### config.mk
export PLATFORM = sky130hd
export DESIGN_NAME = pdo_pulse_timer
export DESIGN_NICKNAME = d
export VERILOG_FILES = /design/src/rtl/pdo_pkg.sv /design/src/rtl/pdo_prescaler.sv /design/src/rtl/pdo_match_counter.sv /design/src/rtl/pdo_toggle_ff.sv /design/src/rtl/pdo_pulse_timer.sv
export SDC_FILE = /design/constraint.sdc
export NUM_CORES = 1
export LEC_CHECK = 0
export BUFFER_PORTS_ARGS = -buffer_cell sky130_fd_sc_hd__buf_2
export CORE_MARGIN = 3
export CORE_UTILIZATION = 60
export DETAILED_ROUTE_END_ITERATION = 6
export GPL_TIMING_DRIVEN = 0
export HOLD_SLACK_MARGIN = 0.1
export PLACE_DENSITY = 0.91
export SETUP_SLACK_MARGIN = 0.05
export SLEW_MARGIN = 20
export SYNTH_ARGS = -nofsm -noshare
export SYNTH_HDL_FRONTEND = slang
export SYNTH_SLANG_ARGS = --single-unit
### constraint.sdc
create_clock -name clk -period 5.2 [get_ports clk]
set_input_delay 1.04 -clock clk [delete_from_list [all_inputs] [get_ports clk]]
set_output_delay 1.04 -clock clk [all_outputs]
set_load 0.05 [all_outputs]
### src/rtl/pdo_pkg.sv
package pdo_pkg;

    typedef enum logic [1:0] {
        SEL_SLOW = 2'b00,
        SEL_MID  = 2'b01,
        SEL_FAST = 2'b10,
        SEL_OFF  = 2'b11
    } clk_sel_e;

    localparam int NUM_TAPS = 3;

    // Event passed from the counter to the output stage
    typedef struct packed {
        logic en;     // count-enable seen this cycle
        logic hit;    // counter equals compare on that enable
    } cnt_evt_t;

    function automatic int max3(input int a, input int b, input int c);
        int m;
        m = (a > b) ? a : b;
        return (m > c) ? m : c;
    endfunction

    // Map a select code to its tap index; NUM_TAPS means no tap
    function automatic int sel_to_tap(input clk_sel_e s);
        case (s)
            SEL_SLOW: return 0;
            SEL_MID:  return 1;
            SEL_FAST: return 2;
            default:  return NUM_TAPS;
        endcase
    endfunction

endpackage

### src/rtl/pdo_prescaler.sv
module pdo_prescaler
    import pdo_pkg::*;
#(
    parameter int TAP_SLOW = 11,
    parameter int TAP_MID  = 7,
    parameter int TAP_FAST = 3
) (
    input  logic       clk,
    input  logic       rst,
    input  clk_sel_e   sel,
    output logic       en_o
);
    localparam int PRE_W = max3(TAP_SLOW, TAP_MID, TAP_FAST);
    localparam int TAP_K [NUM_TAPS] = '{TAP_SLOW, TAP_MID, TAP_FAST};

    logic [PRE_W-1:0]    pre_q;
    logic [NUM_TAPS-1:0] tap_pulse;

    always_ff @(posedge clk) begin
        if (rst) pre_q <= '0;
        else     pre_q <= pre_q + PRE_W'(1);
    end

    // A tap fires once every 2^k cycles, when its low k bits are all ones
    for (genvar g = 0; g < NUM_TAPS; g++) begin : g_tap
        assign tap_pulse[g] = &pre_q[TAP_K[g]-1:0];
    end

    always_comb begin
        int idx;
        idx  = sel_to_tap(sel);
        en_o = 1'b0;
        for (int t = 0; t < NUM_TAPS; t++) begin
            if (idx == t) en_o = tap_pulse[t];
        end
    end

endmodule

### src/rtl/pdo_match_counter.sv
module pdo_match_counter
    import pdo_pkg::*;
#(
    parameter int              CNT_W   = 8,
    parameter logic [CNT_W-1:0] CMP_RST = '1
) (
    input  logic             clk,
    input  logic             rst,
    input  logic             run,
    input  logic             en,
    input  logic             cmp_wr,
    input  logic [CNT_W-1:0] cmp_wdata,
    output cnt_evt_t         evt_o
);
    logic [CNT_W-1:0] cnt_q;
    logic [CNT_W-1:0] cmp_q;
    logic             step;

    assign step      = run & en;
    assign evt_o.en  = step;
    assign evt_o.hit = step & (cnt_q == cmp_q);

    always_ff @(posedge clk) begin
        if (rst)         cmp_q <= CMP_RST;
        else if (cmp_wr) cmp_q <= cmp_wdata;
    end

    always_ff @(posedge clk) begin
        if (rst || !run)    cnt_q <= '0;
        else if (evt_o.hit) cnt_q <= '0;
        else if (step)      cnt_q <= cnt_q + CNT_W'(1);
    end

endmodule

### src/rtl/pdo_toggle_ff.sv
module pdo_toggle_ff
    import pdo_pkg::*;
(
    input  logic     clk,
    input  logic     rst,
    input  cnt_evt_t evt,
    input  logic     ff_wr,
    input  logic     ff_wdata,
    output logic     ff_q,
    output logic     irq_q
);
    always_ff @(posedge clk) begin
        if (rst) begin
            ff_q  <= 1'b0;
            irq_q <= 1'b0;
        end else if (ff_wr) begin
            ff_q  <= ff_wdata;
            irq_q <= 1'b0;
        end else if (evt.hit) begin
            ff_q  <= ~ff_q;
            irq_q <= 1'b1;
        end else begin
            irq_q <= 1'b0;
        end
    end

endmodule

### src/rtl/pdo_pulse_timer.sv
module pdo_pulse_timer
    import pdo_pkg::*;
#(
    parameter int CNT_W    = 8,
    parameter int TAP_SLOW = 11,
    parameter int TAP_MID  = 7,
    parameter int TAP_FAST = 3
) (
    input  logic             clk,
    input  logic             rst,
    input  logic [1:0]       clk_sel,
    input  logic             run,
    input  logic             cmp_wr,
    input  logic [CNT_W-1:0] cmp_wdata,
    input  logic             ff_wr,
    input  logic             ff_wdata,
    output logic             pin_out,
    output logic             irq
);
    logic     cnt_en;
    cnt_evt_t evt;
    logic     ff_q;

    pdo_prescaler #(
        .TAP_SLOW (TAP_SLOW),
        .TAP_MID  (TAP_MID),
        .TAP_FAST (TAP_FAST)
    ) u_pre (
        .clk  (clk),
        .rst  (rst),
        .sel  (clk_sel_e'(clk_sel)),
        .en_o (cnt_en)
    );

    pdo_match_counter #(
        .CNT_W (CNT_W)
    ) u_cnt (
        .clk       (clk),
        .rst       (rst),
        .run       (run),
        .en        (cnt_en),
        .cmp_wr    (cmp_wr),
        .cmp_wdata (cmp_wdata),
        .evt_o     (evt)
    );

    pdo_toggle_ff u_ff (
        .clk      (clk),
        .rst      (rst),
        .evt      (evt),
        .ff_wr    (ff_wr),
        .ff_wdata (ff_wdata),
        .ff_q     (ff_q),
        .irq_q    (irq)
    );

    assign pin_out = ~ff_q;

endmodule

# [Word level (Yosys, flattened, before mapping)]
# Index checks and enable logic that the tools add are counted.
[op_classes] addsub=2 n_eq_ne=5 mux=7 bitwise=3 n_reduce_logical=10
[op_table] cell="$logic_not 32->1" count=1
[op_table] cell="$add 11x1->11 const B" count=1
[op_table] cell="$reduce_and 11->1" count=1
[op_table] cell="$add 8x1->8 const B" count=1
[op_table] cell="$eq 8x8->1" count=1
[op_table] cell="$reduce_and 7->1" count=1
[op_table] cell="$mux 1" count=6
[op_table] cell="$pmux 2 s3" count=1
[op_table] cell="$eq 2x1->1 const B" count=2
[op_table] cell="$eq 2x2->1 const B" count=2
[op_table] cell="$reduce_or 2->1" count=2
[op_table] cell="$reduce_and 3->1" count=1
[op_table] cell="$and 1x1->1" count=2
[op_table] cell="$logic_not 2->1" count=1
[op_table] cell="$reduce_bool 2->1" count=1
[op_table] cell="$logic_not 1->1" count=1
[op_table] cell="$logic_or 1x1->1" count=1
[op_table] cell="$not 1->1" count=1
[word_totals] ff_bits=29 input_bits=16 out_inout_bits=2 elab_cells=32

# [Longest topological paths before layout]
[depth] ltp_word=10 ltp_mapped=7 depth_no_buf=6

# [Modules after synthesis]
# A second synthesis with hierarchy kept.
[unflattened] hier_cells=136 area_unflattened_um2=1311.3
[modules_own_cells] module="pdo_match_counter" instances=1 cells_each=75 area_each_um2=742.0 seq_area_each_um2=320.3
[modules_own_cells] module="pdo_prescaler" instances=1 cells_each=53 area_each_um2=486.7 seq_area_each_um2=220.2
[modules_own_cells] module="pdo_toggle_ff" instances=1 cells_each=7 area_each_um2=78.8 seq_area_each_um2=40.0
[modules_own_cells] module="pdo_pulse_timer" instances=1 cells_each=1 area_each_um2=3.8 seq_area_each_um2=0.0

# [Worst setup path before layout]
# No wires, ideal clock.
[synth_path] kind="input port to flip-flop" from="input port clk_sel[0]" to="register u_cnt.cnt_q[3]" setup_time_ns=0.070 arrival_time_ns=2.129 t_required_ns=5.130 setup_slack_ns=3.001 cell_stages=5 path_buffers=1 cell_sequence="a41oi_1 -> o32a_1 -> buf_6 -> or4_1 -> a21oi_1"
[synth_via] elab_chain_cells=9 word_cells_on_any_way=13 cone_classes="4 x eq/ne; 4 x mux; 2 x bitwise; 3 x reduce/logical"
[synth_lines] item="start, declared" line="pdo_pulse_timer.sv:11" rtl="input logic [1:0] clk_sel,"
[synth_lines] item="$eq 2x2->1 (tied with other cells)" line="pdo_pkg.sv:26" rtl="case (s)"
[synth_lines] item="$pmux 2 s3 (*)" line="pdo_pkg.sv:26"
[synth_lines] item="$logic_not 32->1" line="pdo_prescaler.sv:34" rtl="if (idx == t) en_o = tap_pulse[t];"
[synth_lines] item="$mux 1 (2 in a row)" line="pdo_prescaler.sv:34"
[synth_lines] item="$mux 1 (*)" line="pdo_prescaler.sv:34"
[synth_lines] item="$and 1x1->1 (*)" line="pdo_match_counter.sv:19" rtl="assign step = run & en;"
[synth_lines] item="$and 1x1->1" line="pdo_match_counter.sv:21" rtl="assign evt_o.hit = step & (cnt_q == cmp_q);"
[synth_lines] item="$reduce_or 2->1 (no source line)"
[synth_lines] item="end signal, assigned" line="pdo_match_counter.sv:31" rtl="else if (step) cnt_q <= cnt_q + CNT_W'(1);"
[synth_lines] item="end, declared" line="pdo_match_counter.sv:15" rtl="logic [CNT_W-1:0] cnt_q;"
# Every way passes the cells marked *; elsewhere a longest branch is shown, timed or not.
# A chain may end at the register's enable or synchronous reset.

# [Worst setup path in the final report]
[layout_path] from="register u_pre.pre_q[0]" to="register u_cnt.cnt_q[2]"
[layout_via] elab_chain_cells=7 word_cells_on_any_way=9 cone_classes="3 x mux; 2 x bitwise; 4 x reduce/logical"
[layout_lines] item="start, declared" line="pdo_prescaler.sv:16" rtl="logic [PRE_W-1:0] pre_q;"
[layout_lines] item="start signal, assigned" line="pdo_prescaler.sv:21" rtl="else pre_q <= pre_q + PRE_W'(1);"
[layout_lines] item="$reduce_and 11->1" line="pdo_prescaler.sv:26" rtl="assign tap_pulse[g] = &pre_q[TAP_K[g]-1:0];"
[layout_lines] item="$mux 1 (2 in a row)" line="pdo_prescaler.sv:34"
[layout_lines] item="$mux 1 (*)" line="pdo_prescaler.sv:34"
[layout_lines] item="$and 1x1->1 (*)" line="pdo_match_counter.sv:19"
[layout_lines] item="$and 1x1->1" line="pdo_match_counter.sv:21"
[layout_lines] item="$reduce_or 2->1 (no source line)"
# Marks and branches as above.

==> metrics.csv <==
stage,metric,value,unit
outcome,status,"finished, final reports clean",
run,cap_violations,0,
yosys,synth_cells,147,
die,die_h,53.5,um
die,die_w,53.5,um
cells_and_area,stdcell_area,1520,um2
die,ios,18,
setup_path,reg2reg_slack,2870,ps
sta,max_freq,0.430,GHz
route,drt-total-wl,2740,um
global_route,grt_usage,0.224,
setup_path,path_class,flip-flop to flip-flop,
cells_and_area,fin_cells,199,
sta,period_share,0.448,
sta,finClkSkew,7.78,ps
yosys,yosysSeqAreaShare,0.429,
cells_and_area,drive_gt1_frac,0.186,
setup_path,timing.rr.end,u_cnt.cnt_q[2],
route,wl_per_cell,13.8,um
placed_design,placedCellCount,191,
power,power.density,256,nW/um2
setup_path,critPathLaunch,u_pre.pre_q[0],
setup_path,cp_max_fo,7,
clock_network,worstSkewPairLatency,320,ps
yosys,yosysWarnings,0,
cells_and_area,mostFrequentLayoutCells,"29 x dfxtp_1, 18 x buf_2, 13 x xor2_1",
setup_path,crit_required,5410,ps
cells_and_area,diodes,0,
setup_path,crit_path_start_kind,flip-flop,
clock_network,numCtsBuffers,5,
global_route,grt_pass1_vias,1109,
sta,hold_viol,0,
route,drcViolationCount,0,
die,die_area,2860,um2
global_route,grt_start_max_net_pins,11,
min_path,hold_path_end,u_pre.pre_q[0],
cells_and_area,nets,190,
route,vias,1194,
clock_network,hold_buffers,0,
yosys,synth_nets,166,
clock_network,clockBufferDepth,2,
placed_design,dp_hpwl,2050,um
cells_and_area,final_common_cell,dfxtp_1,
yosys,synthFlopType,dfxtp_1,
clock_network,clkTransAtPathRegs,90,ps
min_path,holdCritPathClass,flip-flop to flip-flop,
yosys,synth_edf_count,0,
setup_path,reg2regPathDepth,6,
global_route,antenna_found_initial,0,
min_path,hp-start,u_pre.pre_q[0],
clock_network,post-cts-setup-buffers,0,
sta,rsz0062_at_grt,no,
setup_path,end_kind,flip-flop,
sta,finalMaxSlewViolations,0,
placed_design,io_buffers,17,
clock_network,cts_tree,yes,
min_path,min_path_cells,1,
die,start_util,0.663,
placed_design,place.gp.congestion,0.855,
yosys,avgSynthCellArea,9.21,um2
yosys,synth_cell_types,37,
die,coreArea,2040,um2
setup_path,arrival,2540,ps
setup_path,reg2reg_from,u_pre.pre_q[0],
yosys,ys_async_sr_fraction,0,
sta,period_minus_slack,2330,ps
route,dr.first_iter.drc_count,34,
sta,setup_viol,0,
sta,tightest_slew,808,ps
route,ant_nets,0,
cells_and_area,fillCellCount,171,
route,viasPerCell,6.00,
clock_network,htreeDepth,2,
route,first_pass_iters,4,
clock_network,cts-root-buf,clkbuf_4,
global_route,grt_pass1_wl,4620,um
cells_and_area,area_delta_synth_final,12.6,%
power,leakage,0.585,nW
power,peakVddDrop,0.238,mV
placed_design,placed_cell_area,1470,um2
sta,finalSetupTns,0,ps
yosys,synthesis.area,1350,um2
clock_network,cts.sinks,29,
global_route,grt_overflow,0,
die,num_rows,16,
sta,maxSlewHeadroom,0.460,
yosys,ys_ff_latch,29,
clock_network,cts-resized-gates,0,
-- synth_stat cells (2+ instances only) --
cell type,count,area share
a2bb2oi_1,2,0.013
nand3_1,9,0.033
dfxtp_1,29,0.43
nor4_1,3,0.014
or4_1,2,0.011
clkbuf_1,3,0.0083
a32o_1,3,0.022
nor3_1,3,0.011
a21oi_1,7,0.026
and3_1,2,0.0092
o21ai_0,5,0.018
nor2_1,9,0.025
xor2_1,13,0.084
nor2b_1,11,0.051
nand2_1,11,0.030
a211o_1,8,0.052
inv_1,2,0.0055
ha_1,3,0.028
and2_1,2,0.0092
nor3b_1,2,0.011
or3_2,2,0.011
-- registers in the layout (all words and copies together) (netlist names) --
| signal | count |
|---|---|
| u_cnt.cmp_q | 8 |
| u_cnt.cnt_q | 8 |
| u_ff.ff_q | 1 |
| u_ff.irq_q | 1 |
| u_pre.pre_q | 11 |
-- critical path: stages (launching register included) --
cell	delay [ps]
dfxtp_1	390
ha_1	220
and4_4	250
nand3_2	110
o32ai_1	730
o21ai_0	210
a32o_1	320
-- through the flow --
step | hold WS [ps] | total power [mW] | setup WS [ps] | util
CTS | 478 | 0.394 | 2930 | 0.746
floorplan | 430 | 0.258 | 3000 | -
finish | 469 | 0.390 | 2870 | 0.746
global route | 507 | 0.406 | 2720 | 0.746
global placement | 443 | 0.268 | 2790 | 0.721
detailed placement | 456 | 0.270 | 2710 | 0.721
-- worst max path at each step --
stage	endpoint	slack, ps	cells after the start
2_1_floorplan	u_cnt.cnt_q[3]	3000	5
3_5_place_dp	u_cnt.cnt_q[2]	2710	5
6_report	u_cnt.cnt_q[2]	2870	6
3_3_place_gp	u_cnt.cnt_q[7]	2790	5
5_1_grt	u_cnt.cnt_q[2]	2720	6
4_1_cts	u_cnt.cnt_q[2]	2930	6
-- cell type report --
class	count	area [um2]	area share
multi-input cells	110	733	0.481
flip-flops and latches	29	581	0.381
repair buffers	17	85.1	0.0558
clock buffers	6	41.3	0.0271
well taps	27	33.8	0.0222
plain buffers	6	32.5	0.0213
clock inverters	2	10.0	0.00657
inverters	2	7.51	0.00493
-- routing by layer --
layer / wire length (um) / part of all wire / up-vias / GRT usage
li1: - / - / 583 / -
met1: 1110 / 0.41 / 563 / 0.239
met2: 1440 / 0.53 / 40 / 0.406
met3: 149 / 0.054 / 8 / 0.0620
met4: 38 / 0.014 / 0 / 0.0979
met5: 0 / 0 / - / 0
-- report_power, final --
group	total [mW]	switching (mW)	internal, mW	leakage (nW)
Combinational	0.0312	0.0162	0.0150	0.317
Sequential	0.234	0.00485	0.229	0.237
Clock	0.125	0.0739	0.0513	0.0320
-- cell families after synthesis --
logic type / synth area share
AND/OR/NAND/NOR: 0.252
AO/OA/AOI/OAI: 0.171
flip-flops: 0.429
XOR/XNOR: 0.0906
buffers and inverters: 0.0296
adder cells (fa/ha/maj): 0.0277
Power figures use the tool's default switching activity.
